**config.mk**
```make
export PLATFORM = sky130hd
export DESIGN_NAME = audio_frame_serdes
export DESIGN_NICKNAME = d
export VERILOG_FILES = /design/src/rtl/audio_frame_serdes.sv
export SDC_FILE = /design/constraint.sdc
export NUM_CORES = 1
export LEC_CHECK = 0
export BUFFER_PORTS_ARGS = -buffer_cell sky130_fd_sc_hd__buf_2
export CORE_ASPECT_RATIO = 1.1
export CORE_MARGIN = 3
export CORE_UTILIZATION = 55
export DETAILED_ROUTE_END_ITERATION = 6
export PLACE_DENSITY = 0.88
export SLEW_MARGIN = 20
export SYNTH_ARGS = -nofsm -noshare
export SYNTH_HDL_FRONTEND = slang
export SYNTH_SLANG_ARGS = --single-unit
```
**constraint.sdc**
```tcl
create_clock -name clk -period 4 [get_ports clk]
set_input_delay 0.8 -clock clk [delete_from_list [all_inputs] [get_ports clk]]
set_output_delay 0.8 -clock clk [all_outputs]
set_load 0.02 [all_outputs]
```
**src/rtl/audio_frame_serdes.sv**
```systemverilog
module audio_frame_serdes #(
  parameter int CLK_PER_BIT = 16,
  parameter int SLOT_BITS   = 32,
  parameter int TX_W        = 20,
  parameter int RX_W        = 16
) (
  input  logic            clk,
  input  logic            rst_n,
  input  logic            mode_lj,
  input  logic [1:0]      width_code,
  input  logic [TX_W-1:0] tx0_left,
  input  logic [TX_W-1:0] tx0_right,
  input  logic [TX_W-1:0] tx1_left,
  input  logic [TX_W-1:0] tx1_right,
  input  logic            sdi,
  output logic            frame_strobe,
  output logic [RX_W-1:0] rx_left,
  output logic [RX_W-1:0] rx_right,
  output logic            bclk,
  output logic            wsel,
  output logic            sdo0,
  output logic            sdo1
);

  localparam int BIT_LG  = $clog2(CLK_PER_BIT);
  localparam int SLOT_LG = $clog2(SLOT_BITS);
  localparam int CNT_W   = BIT_LG + SLOT_LG + 1;
  localparam logic [SLOT_LG:0]  N_HI    = (SLOT_LG+1)'(TX_W);
  localparam logic [SLOT_LG:0]  N_MID   = (SLOT_LG+1)'(TX_W - 2);
  localparam logic [SLOT_LG:0]  N_LO    = (SLOT_LG+1)'(TX_W - 4);
  localparam logic [SLOT_LG:0]  RX_N    = (SLOT_LG+1)'(RX_W);
  localparam logic [BIT_LG-1:0] RISE_PH = BIT_LG'(CLK_PER_BIT/2 - 1);

  logic [CNT_W-1:0] cnt;
  logic             lj_q;
  logic [1:0]       wc_q;
  logic [TX_W-1:0]  h0l, h0r, h1l, h1r;
  logic [RX_W-1:0]  cap_l, cap_r;

  wire [SLOT_LG:0]   bitn     = cnt[CNT_W-1:BIT_LG];
  wire [SLOT_LG:0]   bitn_nx  = bitn + 1'b1;
  wire               right    = bitn[SLOT_LG];
  wire [SLOT_LG-1:0] slot_bit = bitn[SLOT_LG-1:0];
  wire               lead     = ~lj_q & (slot_bit == '0);
  wire [SLOT_LG-1:0] pos      = slot_bit - {{(SLOT_LG-1){1'b0}}, ~lj_q};
  wire [SLOT_LG:0]   nbits    = (wc_q == 2'd0) ? N_LO : (wc_q == 2'd1) ? N_MID : N_HI;
  wire               tx_on    = ~lead & ({1'b0, pos} < nbits);
  wire               rx_on    = ~lead & ({1'b0, pos} < RX_N);
  wire [TX_W-1:0]    sh0      = (right ? h0r : h0l) << pos;
  wire [TX_W-1:0]    sh1      = (right ? h1r : h1l) << pos;

  assign frame_strobe = &cnt;
  assign bclk         = cnt[BIT_LG-1];
  assign wsel         = lj_q ? right : bitn_nx[SLOT_LG];
  assign sdo0         = tx_on & sh0[TX_W-1];
  assign sdo1         = tx_on & sh1[TX_W-1];

  always_ff @(posedge clk or negedge rst_n) begin
    if (!rst_n) begin
      cnt      <= '0;
      lj_q     <= 1'b0;
      wc_q     <= 2'd0;
      h0l      <= '0;
      h0r      <= '0;
      h1l      <= '0;
      h1r      <= '0;
      cap_l    <= '0;
      cap_r    <= '0;
      rx_left  <= '0;
      rx_right <= '0;
    end else begin
      cnt <= cnt + 1'b1;
      if (frame_strobe) begin
        lj_q     <= mode_lj;
        wc_q     <= width_code;
        h0l      <= tx0_left;
        h0r      <= tx0_right;
        h1l      <= tx1_left;
        h1r      <= tx1_right;
        rx_left  <= cap_l;
        rx_right <= cap_r;
      end
      if (cnt[BIT_LG-1:0] == RISE_PH && rx_on) begin
        for (int i = 0; i < RX_W; i++) begin
          if (pos == SLOT_LG'(i)) begin
            if (right) cap_r[RX_W-1-i] <= sdi;
            else       cap_l[RX_W-1-i] <= sdi;
          end
        end
      end
    end
  end

  AST_STROBE_SINGLE: assert property (@(posedge clk) disable iff (!rst_n)
    frame_strobe |=> !frame_strobe);
  AST_BCLK_FALLS_AT_FRAME: assert property (@(posedge clk) disable iff (!rst_n)
    $past(frame_strobe) |-> $fell(bclk));
  AST_WS_ON_FALL: assert property (@(posedge clk) disable iff (!rst_n)
    !$stable(wsel) |-> $fell(bclk));
  AST_DATA_STEADY_HIGH: assert property (@(posedge clk) disable iff (!rst_n)
    (bclk && $past(bclk)) |-> ($stable(sdo0) && $stable(sdo1)));
  AST_RX_HOLD: assert property (@(posedge clk) disable iff (!rst_n)
    !$past(frame_strobe) |-> ($stable(rx_left) && $stable(rx_right)));

endmodule

```
# Word level (Yosys, flattened, before mapping)
# Cells that the tools add are included.
# word_totals
reg_bits	157
in_bits	86
word_cells	115
# op_classes
add_sub_neg	3
n_lt_le_gt_ge	2
eq_ne	17
shifts	2
mux	5
bitwise	8
n_reduce_logical	37
# ops
cell	count
AND reduction 3 bit	32
equality test 5 x 4 -> 1 bit (second input constant)	8
2-to-1 mux 20 bit	2
<< shifter 20 x 5 -> 20 bit	2
equality test 5 x 3 -> 1 bit (second input constant)	4
adder 10 x 1 -> 10 bit (second input constant)	1
equality test 5 x 2 -> 1 bit (second input constant)	2
zero test 5 bit	2
AND reduction 10 bit	1
adder 6 x 1 -> 6 bit (second input constant)	1
2-to-1 mux 3 bit	2
AND 1 bit	5
equality test 5 x 1 -> 1 bit (second input constant)	1
less-than comparator 5 bit	1
less-than comparator 5 bit (second input constant)	1
subtractor 5 x 1 -> 5 bit	1
equality test 4 x 3 -> 1 bit (second input constant)	1
inverter 1 bit	3
equality test 2 x 1 -> 1 bit (second input constant)	1
zero test 2 bit	1
logical AND 1 bit	1
2-to-1 mux 1 bit	1

# Longest topological paths before layout
# logic_depth
word_depth	6
mapped_depth	9

# Worst setup path after synthesis
# Ideal clock, no wire load.
# synth_timing
path_type	register -> output
start	reg cnt[4]
end	out sdo1
arrival_time_ns	2.463
t_required_ns	3.200
path_slack_ns	0.737
stages_incl_launch_ff	9
path_buffers	1
cell_sequence	dfrtp_1 -> inv_1 -> ha_1 -> xor2_4 -> buf_4 -> mux4_2 -> mux4_2 -> nor2_1 -> o41ai_1
# synth_between
elab_chain_len	5
# synth_lines
item	line	source
from (decl)	34	logic [CNT_W-1:0] cnt;
from (signal assigned)	72	cnt <= cnt + 1'b1;
branches (longest 4 deep; another with subtractor 5 x 1 -> 5 bit)	-	
AND 1 bit *	56	assign sdo1 = tx_on & sh1[TX_W-1];
to (decl)	22	output logic sdo1
# Mark *: on every way between the ends.

# Worst setup path in the final report
# Ends and elaborated chain as after synthesis.

==> tab_implementation.tex <==
\begin{tabular}{lr}
\hline
Metric & Value \\
\hline
\multicolumn{2}{l}{\textbf{Outcome}} \\
Status & finished, final reports clean \\
\multicolumn{2}{l}{\textbf{Timing}} \\
Worst slack on hold paths & 0.415 ns \\
Setup repair after global routing missed its margin & no \\
Actual slew at the worst max-slew pin & 0.922 ns \\
Final Worst Setup Slack & around 0.16 ns \\
Hold Violations, Final & 0 \\
Fin. max-slew vios & 0 \\
Slew HR & 38.5\% \\
Summed negative setup slack over all endpoints & 0 ns \\
Achievable frequency & 0.260 GHz \\
Final clock period utilization by the worst path & 96.1\% \\
Fin crit period & between 3 and 4 ns \\
Number of setup violations in the final report & 0 \\
Clk\_skew & 0.00790 ns \\
\multicolumn{2}{l}{\textbf{Logic synthesis}} \\
Post-Synthesis Cells & 471 \\
Biggest area consumer among synthesized cells & sky130\_fd\_sc\_hd\_\_dfrtp\_1 \\
Synth top area share & 56.4\% \\
Number of nets produced by synthesis & 561 \\
Leading cell types by total area after synthesis & sky130\_fd\_sc\_hd\_\_dfrtp\_1 (56\%), sky130\_fd\_sc\_hd\_\_mux2\_2 (25\%), sky130\_fd\_sc\_hd\_\_mux4\_2 (6.5\%) \\
Distinct cell type count of the synthesized netlist & 39 \\
Synth Warn \# & 0 \\
Seq/Total Area, Yosys & 56.4\% \\
Flops \& latches, synth & 157 \\
Average footprint of a synthesized cell & 14.8 sq um \\
Area of the mapped netlist & around 7000 sq um \\
\multicolumn{2}{l}{\textbf{Drt}} \\
Post-detailed-route DRC marker count & 0 \\
Iteration-0 DRC count of the detailed router & 334 \\
First-pass iteration count of the detailed router & 4 \\
Via density & 5.76 \\
Post-detailed-route wirelength per cell & 20.2 um \\
Wire length after detailed routing & 15400 um \\
Number of routed nets with antenna violations & 0 \\
Vias after detailed routing & 4397 \\
\multicolumn{2}{l}{\textbf{Floorplan}} \\
Initial Util & a little under three fifths \\
Boundary Pins & $\sim$120 \\
Die width & 113 um \\
Die area & between 10000 and 15000 sq um \\
Die H & 124 um \\
Count of standard-cell rows & 42 \\
Standard cell core area & 12200 sq um \\
\multicolumn{2}{l}{\textbf{Place}} \\
Worst-case setup slack after placement & 0.517 ns \\
Placed Cells incl. Taps & 728 \\
Total cell area at the placement stage & slightly below 8000 sq um \\
Buffers on Ports & 122 \\
Gpl congestion & 0.917 \\
Post-detail-place hpwl & just over 10000 um \\
\multicolumn{2}{l}{\textbf{Critical path}} \\
Reg-to-Reg Start & cnt[7] \\
Sort of element at the end of the critical path & primary output \\
Startpoint kind of the worst setup timing path & flip-flop \\
Terminus of the critical flop-to-flop path & h0l[3] \\
Number of cells on the worst reg-to-reg path & 7 \\
CP Data Arrival Time & 3.04 ns \\
Reg2reg setup slack & 0.90 ns \\
Maximum net fanout on the critical path & 11 \\
Critical path class & reg2out \\
Endpoint required time on the critical path & about 3.2 ns \\
\multicolumn{2}{l}{\textbf{CTS}} \\
H-tree lvl count & 4 \\
Buffer depth of the longest clock path & 2 \\
Cell chosen for the clock root & sky130\_fd\_sc\_hd\_\_clkbuf\_16 \\
CTS Hold Bufs & 0 \\
Number of buffers created by CTS & 17 \\
Clock tree from TritonCTS & built \\
Post-CTS clock slew at the launch and capture registers of the worst setup and hold paths & 0.06 ns \\
Worst skew pair latency & 0.42 ns \\
Clock net sink count & 157 \\
\multicolumn{2}{l}{\textbf{Final layout}} \\
Fraction of final layout cells sized beyond drive strength 1 & 56.8\% \\
Area growth from synthesis to final layout & 20.4\% \\
Antenna diode count & 0 \\
Most common library cell in the layout ignoring fill and taps & sky130\_fd\_sc\_hd\_\_dfrtp\_1 \\
Nets@finish & 686 \\
Leading cell types in the layout, fill and taps excluded & sky130\_fd\_sc\_hd\_\_dfrtp\_1 (157), sky130\_fd\_sc\_hd\_\_mux2\_2 (152), sky130\_fd\_sc\_hd\_\_buf\_2 (121), sky130\_fd\_sc\_hd\_\_nand2\_1 (29), sky130\_fd\_sc\_hd\_\_mux4\_2 (20) \\
Fillers & 818 \\
Finished Layout Cells & 763 \\
Total non-filler cell area in the finished layout & 8390 sq um \\
\multicolumn{2}{l}{\textbf{Global route}} \\
Vias in the first global route & between 4000 and 5000 \\
Wire length of the first global-routing pass & 25100 um \\
Maximum number of pins on one net before global-route repair & between 80 and 90 \\
Aggregate global routing overflow & 0 \\
Antenna violations before repair & 0 \\
GRT Overall Usage & 23.3\% \\
\multicolumn{2}{l}{\textbf{Pwr}} \\
Worst ir drop on vdd & 0.000370 V \\
Static leakage & 3.91 nW \\
Power density relative to cell area & roughly 420 nW/um\^{}2 \\
\multicolumn{2}{l}{\textbf{Min path}} \\
HP Class & in2async \\
\multicolumn{2}{l}{\textbf{Job}} \\
Max Cap Violations & 0 \\
\hline
\end{tabular}
flip-flops by register name, summed over array words and instances (netlist names), 10 cells and up:
register  cells
h0r          20
h0l          20
rx_left      16
cap_r        16
cnt          10
h1r          20
cap_l        16
h1l          20
rx_right     16
cells in the mapped netlist:
master,number
sky130_fd_sc_hd__nand2_1,29
sky130_fd_sc_hd__inv_1,8
sky130_fd_sc_hd__and4_1,2
sky130_fd_sc_hd__a221oi_1,1
sky130_fd_sc_hd__nor4b_4,1
sky130_fd_sc_hd__o21ai_0,1
sky130_fd_sc_hd__or2b_2,1
sky130_fd_sc_hd__and3_4,1
sky130_fd_sc_hd__mux2i_1,4
sky130_fd_sc_hd__xor2_4,1
sky130_fd_sc_hd__nor2_1,6
sky130_fd_sc_hd__mux2_2,152
sky130_fd_sc_hd__nand4_1,4
sky130_fd_sc_hd__nand3_1,12
sky130_fd_sc_hd__nor4_4,1
sky130_fd_sc_hd__or2_2,1
sky130_fd_sc_hd__clkbuf_1,15
sky130_fd_sc_hd__a21oi_1,2
sky130_fd_sc_hd__buf_2,8
sky130_fd_sc_hd__buf_4,3
sky130_fd_sc_hd__or3_1,2
sky130_fd_sc_hd__o32ai_1,1
sky130_fd_sc_hd__o41ai_1,1
sky130_fd_sc_hd__a2111oi_0,1
sky130_fd_sc_hd__nor3b_1,2
sky130_fd_sc_hd__nor3_1,5
sky130_fd_sc_hd__inv_2,1
sky130_fd_sc_hd__and2_1,3
sky130_fd_sc_hd__nor2b_1,2
sky130_fd_sc_hd__buf_6,1
sky130_fd_sc_hd__nand3b_1,1
sky130_fd_sc_hd__o41ai_2,1
sky130_fd_sc_hd__nor4_1,2
sky130_fd_sc_hd__xor2_1,3
sky130_fd_sc_hd__a211oi_1,2
sky130_fd_sc_hd__mux4_2,20
sky130_fd_sc_hd__ha_1,4
sky130_fd_sc_hd__dfrtp_1,157
sky130_fd_sc_hd__xnor2_1,9
stage by stage:
step / total power, W / utilization (%)
floorplan: 0.00179 / -
global placement: 0.00189 / 63.4
detailed placement: 0.00190 / 63.4
CTS: 0.00353 / 68.8
global route: 0.00362 / 68.8
finish: 0.00350 / 68.8
metal layers:
| metal | up-vias | global-route usage, % | wire length [um] |
|---|---|---|---|
| met1 | 2254 | 29.5 | 6200 |
| met2 | 160 | 40.2 | 8120 |
| met3 | 17 | 6.37 | 942 |
| met5 | - | 0 | 0 |
| met4 | 0 | 6.09 | 144 |
| li1 | 1966 | - | - |
critical path: stages, from the launching register on:
cell and delay (ns):
sky130_fd_sc_hd__dfrtp_1 0.42, sky130_fd_sc_hd__inv_1 0.12, sky130_fd_sc_hd__ha_2 0.55, sky130_fd_sc_hd__mux4_2 0.53
sky130_fd_sc_hd__nor2b_1 0.14, sky130_fd_sc_hd__a2111oi_0 0.53, sky130_fd_sc_hd__o41ai_1 0.14, sky130_fd_sc_hd__buf_2 0.19
logic make-up after synthesis:
family | count (synthesis) | share of synthesized area (%)
AND/OR/NAND/NOR | 75 | 5.87
flip-flops | 157 | 56.4
XOR/XNOR | 13 | 1.90
buffers and inverters | 36 | 2.35
adder cells (fa/ha/maj) | 4 | 0.718
AO/OA/AOI/OAI | 10 | 1.17
multiplexers | 176 | 31.6
power by group:
part	internal [W]	switching, W
Clock	0.00100	0.000627
Sequential	0.00165	0.0000367
Combinational	0.000103	0.0000867
Total	0.00275	0.000750
final cells by class:
type	instances	area [sq um]	area share, %
well taps	154	193	2.30
clock inverters	9	108	1.28
inverters	9	33.8	0.403
multi-input cells	278	2890	34.5
repair buffers	133	737	8.79
flip-flops and latches	157	3930	46.8
clock buffers	23	498	5.94
worst max path at each step:
stage	startpoint	end	slack (ns)	depth (start not counted)
after CTS	cnt[4]	sdo1	0.12	7
after global placement	cnt[4]	sdo1	0.55	9
after floorplan	cnt[4]	sdo1	0.74	8
after global routing	cnt[4]	sdo0	0.01	10
after detailed placement	cnt[4]	sdo1	0.52	9
final	cnt[4]	sdo1	0.16	7
timing repair:
item	CTS	global route
cloned	0	0
buffers inserted	3	0
pin swaps	0	0
resized for setup	0	1
setup endpoints to repair	1	1
Note: power is estimated with default switching activity, not from simulation.
